**src/rtl/pxf_pkg.sv**
```systemverilog
// Shared constants for the pixel stream front end: register offsets and
// field positions. Assumes a byte-addressed 32-bit register bus.
package pxf_pkg;
    localparam int ADDR_W = 8;
    localparam int REG_W  = 32;
    localparam int LVL_W  = 5;
    localparam int LEN_W  = 13;

    localparam logic [ADDR_W-1:0] OFS_CTRL  = 8'h00;
    localparam logic [ADDR_W-1:0] OFS_TIME  = 8'h04;
    localparam logic [ADDR_W-1:0] OFS_CHAIN = 8'h0C;
    localparam logic [ADDR_W-1:0] OFS_DATA  = 8'h14;
    localparam logic [ADDR_W-1:0] OFS_THR   = 8'h18;
    localparam logic [ADDR_W-1:0] OFS_IE    = 8'h1C;
    localparam logic [ADDR_W-1:0] OFS_STS   = 8'h20;

    typedef struct packed {
        logic [5:0] one_hi;
        logic [4:0] one_lo;
        logic [4:0] zero_hi;
        logic [5:0] zero_lo;
    } bit_time_t;
endpackage

```
**src/rtl/pxf_fifo.sv**
```systemverilog
// Pixel word FIFO. Pushes while full are dropped; pops while empty are
// ignored. Head word is presented without a read cycle.
// Assumes a single clock and synchronous active-low reset.
module pxf_fifo #(
    parameter int DEPTH  = 32,
    parameter int DATA_W = 32,
    localparam int PTR_W = $clog2(DEPTH),
    localparam int CNT_W = $clog2(DEPTH + 1)
) (
    input  logic              clk,
    input  logic              rst_n,
    input  logic              push,
    input  logic [DATA_W-1:0] push_data,
    input  logic              pop,
    output logic              out_valid,
    output logic [DATA_W-1:0] out_data,
    output logic [CNT_W-1:0]  count
);
    logic [DATA_W-1:0] mem [DEPTH];
    logic [PTR_W-1:0]  wr_ptr, rd_ptr;
    logic              full, push_ok, pop_ok;

    assign full      = (count == CNT_W'(DEPTH));
    assign out_valid = (count != '0);
    assign push_ok   = push && !full;
    assign pop_ok    = pop && out_valid;
    assign out_data  = mem[rd_ptr];

    function automatic logic [PTR_W-1:0] step(input logic [PTR_W-1:0] p);
        return (p == PTR_W'(DEPTH - 1)) ? '0 : p + 1'b1;
    endfunction

    // Store an accepted word.
    always_ff @(posedge clk) begin
        if (push_ok) mem[wr_ptr] <= push_data;
    end

    // Advance pointers and occupancy.
    always_ff @(posedge clk) begin
        if (!rst_n) begin
            wr_ptr <= '0;
            rd_ptr <= '0;
            count  <= '0;
        end else begin
            if (push_ok) wr_ptr <= step(wr_ptr);
            if (pop_ok)  rd_ptr <= step(rd_ptr);
            case ({push_ok, pop_ok})
                2'b10:   count <= count + 1'b1;
                2'b01:   count <= count - 1'b1;
                default: count <= count;
            endcase
        end
    end

    // a push into a full FIFO with no pop leaves occupancy unchanged.
    p_no_overflow_r4: assert property (@(posedge clk) disable iff (!rst_n)
        (push && full && !pop) |=> (count == $past(count)));

    // an unconsumed head word stays valid and unchanged.
    p_head_hold_r3: assert property (@(posedge clk) disable iff (!rst_n)
        (out_valid && !pop) |=> (out_valid && $stable(out_data)));
endmodule

```
**src/rtl/pxf_regs.sv**
```systemverilog
// Register file, run control, status and interrupt logic for the pixel
// stream front end. Reads are registered; status bits are write-one-to-
// clear with set taking precedence. Assumes one bus operation per cycle.
module pxf_regs
    import pxf_pkg::*;
#(
    parameter int CNT_W = 6
) (
    input  logic              clk,
    input  logic              rst_n,
    input  logic              wr_en,
    input  logic              rd_en,
    input  logic [ADDR_W-1:0] addr,
    input  logic [REG_W-1:0]  wdata,
    output logic [REG_W-1:0]  rdata,
    input  logic [CNT_W-1:0]  fifo_count,
    input  logic              frame_done,
    output logic              run,
    output logic [2:0]        color_order,
    output logic [LEN_W-1:0]  frame_len,
    output bit_time_t         bit_time,
    output logic [9:0]        led_cnt_m1,
    output logic [15:0]       rst_gap,
    output logic              drq,
    output logic              irq
);
    logic [LVL_W-1:0] level;
    logic [1:0]       ie, sts;
    logic             gie;
    logic             ctrl_wr, sts_wr, done_set;

    assign ctrl_wr  = wr_en && (addr == OFS_CTRL);
    assign sts_wr   = wr_en && (addr == OFS_STS);
    assign done_set = frame_done && run;
    assign drq      = (32'(fifo_count) <= 32'(level));
    assign irq      = gie && |(sts & ie);

    // Control register and self-clearing run bit.
    always_ff @(posedge clk) begin
        if (!rst_n) begin
            run         <= 1'b0;
            color_order <= '0;
            frame_len   <= '0;
        end else if (ctrl_wr) begin
            run         <= wdata[0] && (wdata[28:16] != '0);
            color_order <= wdata[8:6];
            frame_len   <= wdata[28:16];
        end else if (done_set) begin
            run <= 1'b0;
        end
    end

    // Timing, chain, threshold and enable registers.
    always_ff @(posedge clk) begin
        if (!rst_n) begin
            bit_time   <= '0;
            led_cnt_m1 <= '0;
            rst_gap    <= '0;
            level      <= '0;
            ie         <= '0;
            gie        <= 1'b0;
        end else if (wr_en) begin
            case (addr)
                OFS_TIME: bit_time <= '{one_hi: wdata[26:21], one_lo: wdata[20:16],
                                        zero_hi: wdata[10:6], zero_lo: wdata[5:0]};
                OFS_CHAIN: begin
                    led_cnt_m1 <= wdata[9:0];
                    rst_gap    <= wdata[31:16];
                end
                OFS_THR:  level <= wdata[LVL_W-1:0];
                OFS_IE: begin
                    ie  <= wdata[1:0];
                    gie <= wdata[5];
                end
                default: ;
            endcase
        end
    end

    // Status: set by events, cleared by writing one.
    always_ff @(posedge clk) begin
        if (!rst_n) begin
            sts <= '0;
        end else begin
            sts[0] <= done_set | (sts[0] & ~(sts_wr & wdata[0]));
            sts[1] <= drq      | (sts[1] & ~(sts_wr & wdata[1]));
        end
    end

    // Registered read mux; data and unmapped addresses read zero.
    always_ff @(posedge clk) begin
        if (!rst_n) begin
            rdata <= '0;
        end else if (rd_en) begin
            case (addr)
                OFS_CTRL:  rdata <= {3'b0, frame_len, 7'b0, color_order, 5'b0, run};
                OFS_TIME:  rdata <= {5'b0, bit_time.one_hi, bit_time.one_lo, 5'b0,
                                     bit_time.zero_hi, bit_time.zero_lo};
                OFS_CHAIN: rdata <= {rst_gap, 6'b0, led_cnt_m1};
                OFS_THR:   rdata <= {{(REG_W-LVL_W){1'b0}}, level};
                OFS_IE:    rdata <= {26'b0, gie, 3'b0, ie};
                OFS_STS:   rdata <= {30'b0, sts};
                default:   rdata <= '0;
            endcase
        end
    end

    // a request always leaves the request status set.
    p_req_sts_r6: assert property (@(posedge clk) disable iff (!rst_n)
        drq |=> sts[1]);

    // a start write with nonzero length raises run.
    p_start_r7: assert property (@(posedge clk) disable iff (!rst_n)
        (ctrl_wr && wdata[0] && (wdata[28:16] != '0)) |=> run);

    // completion clears run and latches finish status.
    p_done_r8: assert property (@(posedge clk) disable iff (!rst_n)
        (frame_done && run && !ctrl_wr) |=> (!run && sts[0]));
endmodule

```
**src/rtl/pxf_front.sv**
```systemverilog
// Top of the pixel stream front end: decodes data-register writes into
// FIFO pushes and joins the FIFO to the register and interrupt logic.
// Assumes the serializer consumes the head word when pix_ready is high.
module pxf_front
    import pxf_pkg::*;
#(
    parameter int DEPTH  = 32,
    localparam int CNT_W = $clog2(DEPTH + 1)
) (
    input  logic              clk,
    input  logic              rst_n,
    input  logic              wr_en,
    input  logic              rd_en,
    input  logic [ADDR_W-1:0] addr,
    input  logic [REG_W-1:0]  wdata,
    output logic [REG_W-1:0]  rdata,
    output logic              pix_valid,
    output logic [REG_W-1:0]  pix_data,
    input  logic              pix_ready,
    input  logic              frame_done,
    output logic              run,
    output logic [2:0]        color_order,
    output logic [LEN_W-1:0]  frame_len,
    output logic [5:0]        t_one_hi,
    output logic [4:0]        t_one_lo,
    output logic [4:0]        t_zero_hi,
    output logic [5:0]        t_zero_lo,
    output logic [9:0]        led_cnt_m1,
    output logic [15:0]       rst_gap,
    output logic              drq,
    output logic              irq
);
    logic [CNT_W-1:0] occ;
    logic             data_push;
    bit_time_t        bt;

    assign data_push = wr_en && (addr == OFS_DATA);
    assign t_one_hi  = bt.one_hi;
    assign t_one_lo  = bt.one_lo;
    assign t_zero_hi = bt.zero_hi;
    assign t_zero_lo = bt.zero_lo;

    pxf_fifo #(.DEPTH(DEPTH), .DATA_W(REG_W)) u_fifo (
        .clk(clk), .rst_n(rst_n), .push(data_push), .push_data(wdata),
        .pop(pix_ready), .out_valid(pix_valid), .out_data(pix_data), .count(occ)
    );

    pxf_regs #(.CNT_W(CNT_W)) u_regs (
        .clk(clk), .rst_n(rst_n), .wr_en(wr_en), .rd_en(rd_en), .addr(addr),
        .wdata(wdata), .rdata(rdata), .fifo_count(occ), .frame_done(frame_done),
        .run(run), .color_order(color_order), .frame_len(frame_len),
        .bit_time(bt), .led_cnt_m1(led_cnt_m1), .rst_gap(rst_gap),
        .drq(drq), .irq(irq)
    );
endmodule

```
**config.mk**
```make
export PLATFORM = sky130hd
export DESIGN_NAME = pxf_front
export DESIGN_NICKNAME = d
export VERILOG_FILES = /design/src/rtl/pxf_pkg.sv /design/src/rtl/pxf_fifo.sv /design/src/rtl/pxf_regs.sv /design/src/rtl/pxf_front.sv
export SDC_FILE = /design/constraint.sdc
export NUM_CORES = 1
export LEC_CHECK = 0
export BUFFER_PORTS_ARGS = -buffer_cell sky130_fd_sc_hd__buf_2
export CAP_MARGIN = 20
export CORE_MARGIN = 4
export CORE_UTILIZATION = 49
export CTS_CLUSTER_DIAMETER = 100
export DETAILED_ROUTE_END_ITERATION = 8
export PLACE_DENSITY = 0.71
export REMOVE_ABC_BUFFERS = 1
export SYNTH_ARGS = -nofsm -noshare
export SYNTH_HDL_FRONTEND = slang
export SYNTH_SLANG_ARGS = --single-unit
```
**constraint.sdc**
```tcl
create_clock -name clk -period 8.5 [get_ports clk]
set_input_delay 1.7 -clock clk [delete_from_list [all_inputs] [get_ports clk]]
set_output_delay 1.7 -clock clk [all_outputs]
set_load 0.01 [all_outputs]
```
==> summary.md <==
| Metric | Value |
|---|---|
| Share of synthesized registers carrying an async set or reset | `0` |
| Initial core utilization | `0.494` |
| Synth top area share | `0.703` |
| Max Cap Viol | `0` |
| Hold Vio Cnt, Final | `0` |
| Critical path data required time | `6.80 ns` |
| CP max stage cell | `nor4_1` |
| Post-synthesis cell type count | `63` |
| Initial drt markers | `2,955` |
| Crit. End Element | `output port` |
| Combinational group share of total power | `0.014` |
| Slowest stage delay, CP | `1.16 ns` |
| Syn Std Cell Area | `43,700 um^2` |
| First-pass GRT wire length | `162 mm` |
| R2R Setup Slk | `5.02 ns` |
| Critical path launch point type | `flip-flop` |
| CP Capture Point | `pix_data[26]` |
| Crit-path cells | `buf_12 > mux4_2 > o22ai_1 > nor4_1 > buf_2` |
| Seq pwr share | `0.549` |
| Unrepaired setup endpoints after global routing | `no` |
| XOR/XNOR share of the synthesized area | `0.000801` |
| CTS resizes | `0` |
| TritonCTS buffer count | `108` |
| Die H | `307 um` |
| Mux contribution to synthesized area | `0.140` |
| Int Power | `8960 uW` |
| Worst reg2reg path depth | `10` |
| Adder-Cell Fraction of Synth Area | `0.00429` |
| Slew Limit Fails | `0` |
| Hold WC Path Type | `reg -> reg` |
| DR WL/cell | `30.4 um` |
| Mapped Cells | `2,238` |
| Synth top area cells | `edfxtp_1 (70%), mux4_2 (13%), dfxtp_1 (5.6%)` |
| Reg clk slew, reported paths | `0.06 ns` |
| CTS sink cnt | `1,147` |
| Hold path startpoint | `u_regs.rdata[21]` |
| Final Cell Area | `50,000 um^2` |
| Largest net degree at the start of global routing | `76` |
| Worst VDD drop | `0.000161 V` |
| Io pins | `178` |
| Vias in the first global route | `23,100` |
| Total Power | `11,200 uW` |
| Row cnt | `109` |
| R2R Path End | `u_fifo.count[4]` |
| Finished Layout Cells | `3,687` |
| Slew HR | `0.126` |
| Final Hold Slack | `0.454 ns` |
| Worst-Skew Late Latency | `0.70 ns` |
| Post-synth EDFFs | `1,024` |
| Psw | `2210 uW` |
| Final setup fails | `0` |
| Largest family of logic cells by synthesized area | `multiplexers` |
| Share of cells above drive strength 1 | `0.280` |
| Clock Tree Root | `clkbuf_16` |
| Core area | `88,500 um^2` |
| Placed Cells | `3,467` |
| Hold path depth | `2` |
| Max FO, Critical Path | `67` |
| Detailed-route DRC error count | `0` |
| Die width | `307 um` |
| Initial antenna violation count | `5` |
| Overflow left after global routing | `0` |
| Leak | `0.0155 uW` |
| Fmax | `0.169 GHz` |
| Final TNS setup | `0 ns` |
| Syn_area_per_cell | `19.5 um^2` |
| Vias per inst | `6.35` |
| Vias | `23,400` |
| Switching Share | `0.198` |
| Yosys reg bits | `1,147` |
| Synth cell count leaders | `edfxtp_1 (1,024), mux4_2 (256), nand2_1 (160)` |
| Worst reg2reg path startpoint | `u_fifo.count[0]` |
| Worst Path Arrival | `4.22 ns` |
| Ys Warns | `0` |
| Post-placement cell area | `45,900 um^2` |
| Compound-Gate Fraction of Synth Area | `0.0396` |
| Leading area contributor after synthesis | `edfxtp_1` |
| Global placer's final weighted congestion | `0.885` |
| Clk buf depth | `3` |
| Status | `completed` |
| Simple-gate portion of the synthesized area | `0.0394` |
| Tightest Pin Transition | `1.30 ns` |
| Crit Path Class | `reg -> out` |
| Fin nets | `2,493` |
| Die area | `94,100 um^2` |
| Post-synthesis sequential area ratio | `0.760` |
| H-tree Lvls | `3` |
| Top-count cell post-synth | `edfxtp_1` |
| CTS tree | `done` |
| Crit share post-route | `0.696` |
| Antenna-violating nets left | `0` |
| Routed WL | `112 mm` |
| DPL Wire Length | `68.7 mm` |
| First-pass DRT Iterations | `7` |
| Min Tclk post-route | `5.92 ns` |
| Postcts setup bufs | `0` |
| Clock power share | `0.437` |
| All-layer global routing usage | `0.237` |
| Quantity of hold-fixing buffers added after cts | `0` |
| Post-Route Skew | `0.0331 ns` |
| Pwr Density | `223 nW/um^2` |
| Input/output buffers | `172` |
| P&R area growth vs syn | `14.4%` |
| Main synth FF type | `edfxtp_1` |
-- stage by stage --
stage	setup slack, ns	util
after floorplan	-5.03	-
after detailed placement	3.07	0.519
after global placement	3.21	0.519
after CTS	2.65	0.560
final	2.58	0.565
after global routing	2.49	0.565
-- power groups by stage --
stage	clock network, uW	registers, uW	logic [uW]
floorplan	0	6260	26.1
global placement	0	6250	151
detailed placement	0	6250	160
CTS	4930	6130	159
global route	5180	6130	171
finish	4880	6130	161
-- cells in the final DEF (no fill, tap or decap), types with 4 or more instances in the layout --
master and instances:
a21oi_1 77, a22o_1 6, a22oi_1 20, a31oi_1 5, and3_1 8, and4_1 4
buf_12 10, buf_16 14, buf_2 174, buf_4 21, bufinv_16 12, clkbuf_1 21
clkbuf_16 111, clkbuf_8 6, clkinv_1 20, clkinv_2 20, conb_1 5, dfxtp_1 121
edfxtp_1 1024, ha_1 15, inv_1 11, mux2_2 17, mux2i_1 17, mux4_2 256
nand2_1 158, nand3_1 14, nand3_2 5, nand3b_1 9, nand4_1 10, nor2_1 27
nor2_4 32, nor2b_1 4, nor4_1 36, o21ai_0 25, o22ai_1 131, or3_1 4
xor2_1 4
-- logic make-up after synthesis --
kind of cell / after synthesis
xor gates and xnor gates: 4
and+or+nand+nor: 348
muxes: 290
buffers and inverters: 151
adders and majority gates: 15
DFF: 1147
other: 1
AOI/OAI and AO/OA: 282
-- layout make-up --
class	count	area, um^2
Clock inverter	60	658
Tap cell	1165	1460
Multi-Input combinational cell	944	10100
Sequential cell	1147	33200
Antenna cell	2	5.00
Timing Repair Buffer	219	1610
Fill cell	6326	38500
Inverter	12	46.3
Clock buffer	138	2940
-- critical path: cells and delay by family, from the launching register on --
family,cells,cell delay [ns]
buf+inv,2,0.85
simple gates,1,1.16
mux,1,0.35
compound gates,1,0.18
flops,1,0.90
-- sequential cells by signal, summed over array words and instances (netlist names), named ones only --
signal	flops
u_fifo.rd_ptr	5
u_regs.gie	1
u_regs.ie	2
u_regs.bit_time	22
u_fifo.mem	1024
u_regs.rdata	27
u_regs.sts	2
u_regs.level	5
u_fifo.count	6
u_regs.rst_gap	16
u_regs.frame_len	13
u_fifo.wr_ptr	5
u_regs.run	1
u_regs.color_order	3
u_regs.led_cnt_m1	10
-- how the worst min path moves through the flow --
stage                                  end  slack, ns
after global routing      u_regs.rdata[20]       0.47
after detailed placement  u_regs.rdata[21]       0.45
final                     u_regs.rdata[21]       0.45
after CTS                 u_regs.rdata[21]       0.46
after global placement    u_regs.rdata[20]       0.43
after floorplan            u_regs.level[1]       0.46
-- routing by layer --
metal	up-vias	part of all wire	track usage
met5	-	0.0021	0.0162
met4	4	0.022	0.0556
met3	168	0.12	0.0617
met2	1405	0.46	0.354
met1	12200	0.40	0.353
li1	9608	-	-
No activity file was read; power rests on OpenSTA's default activity.
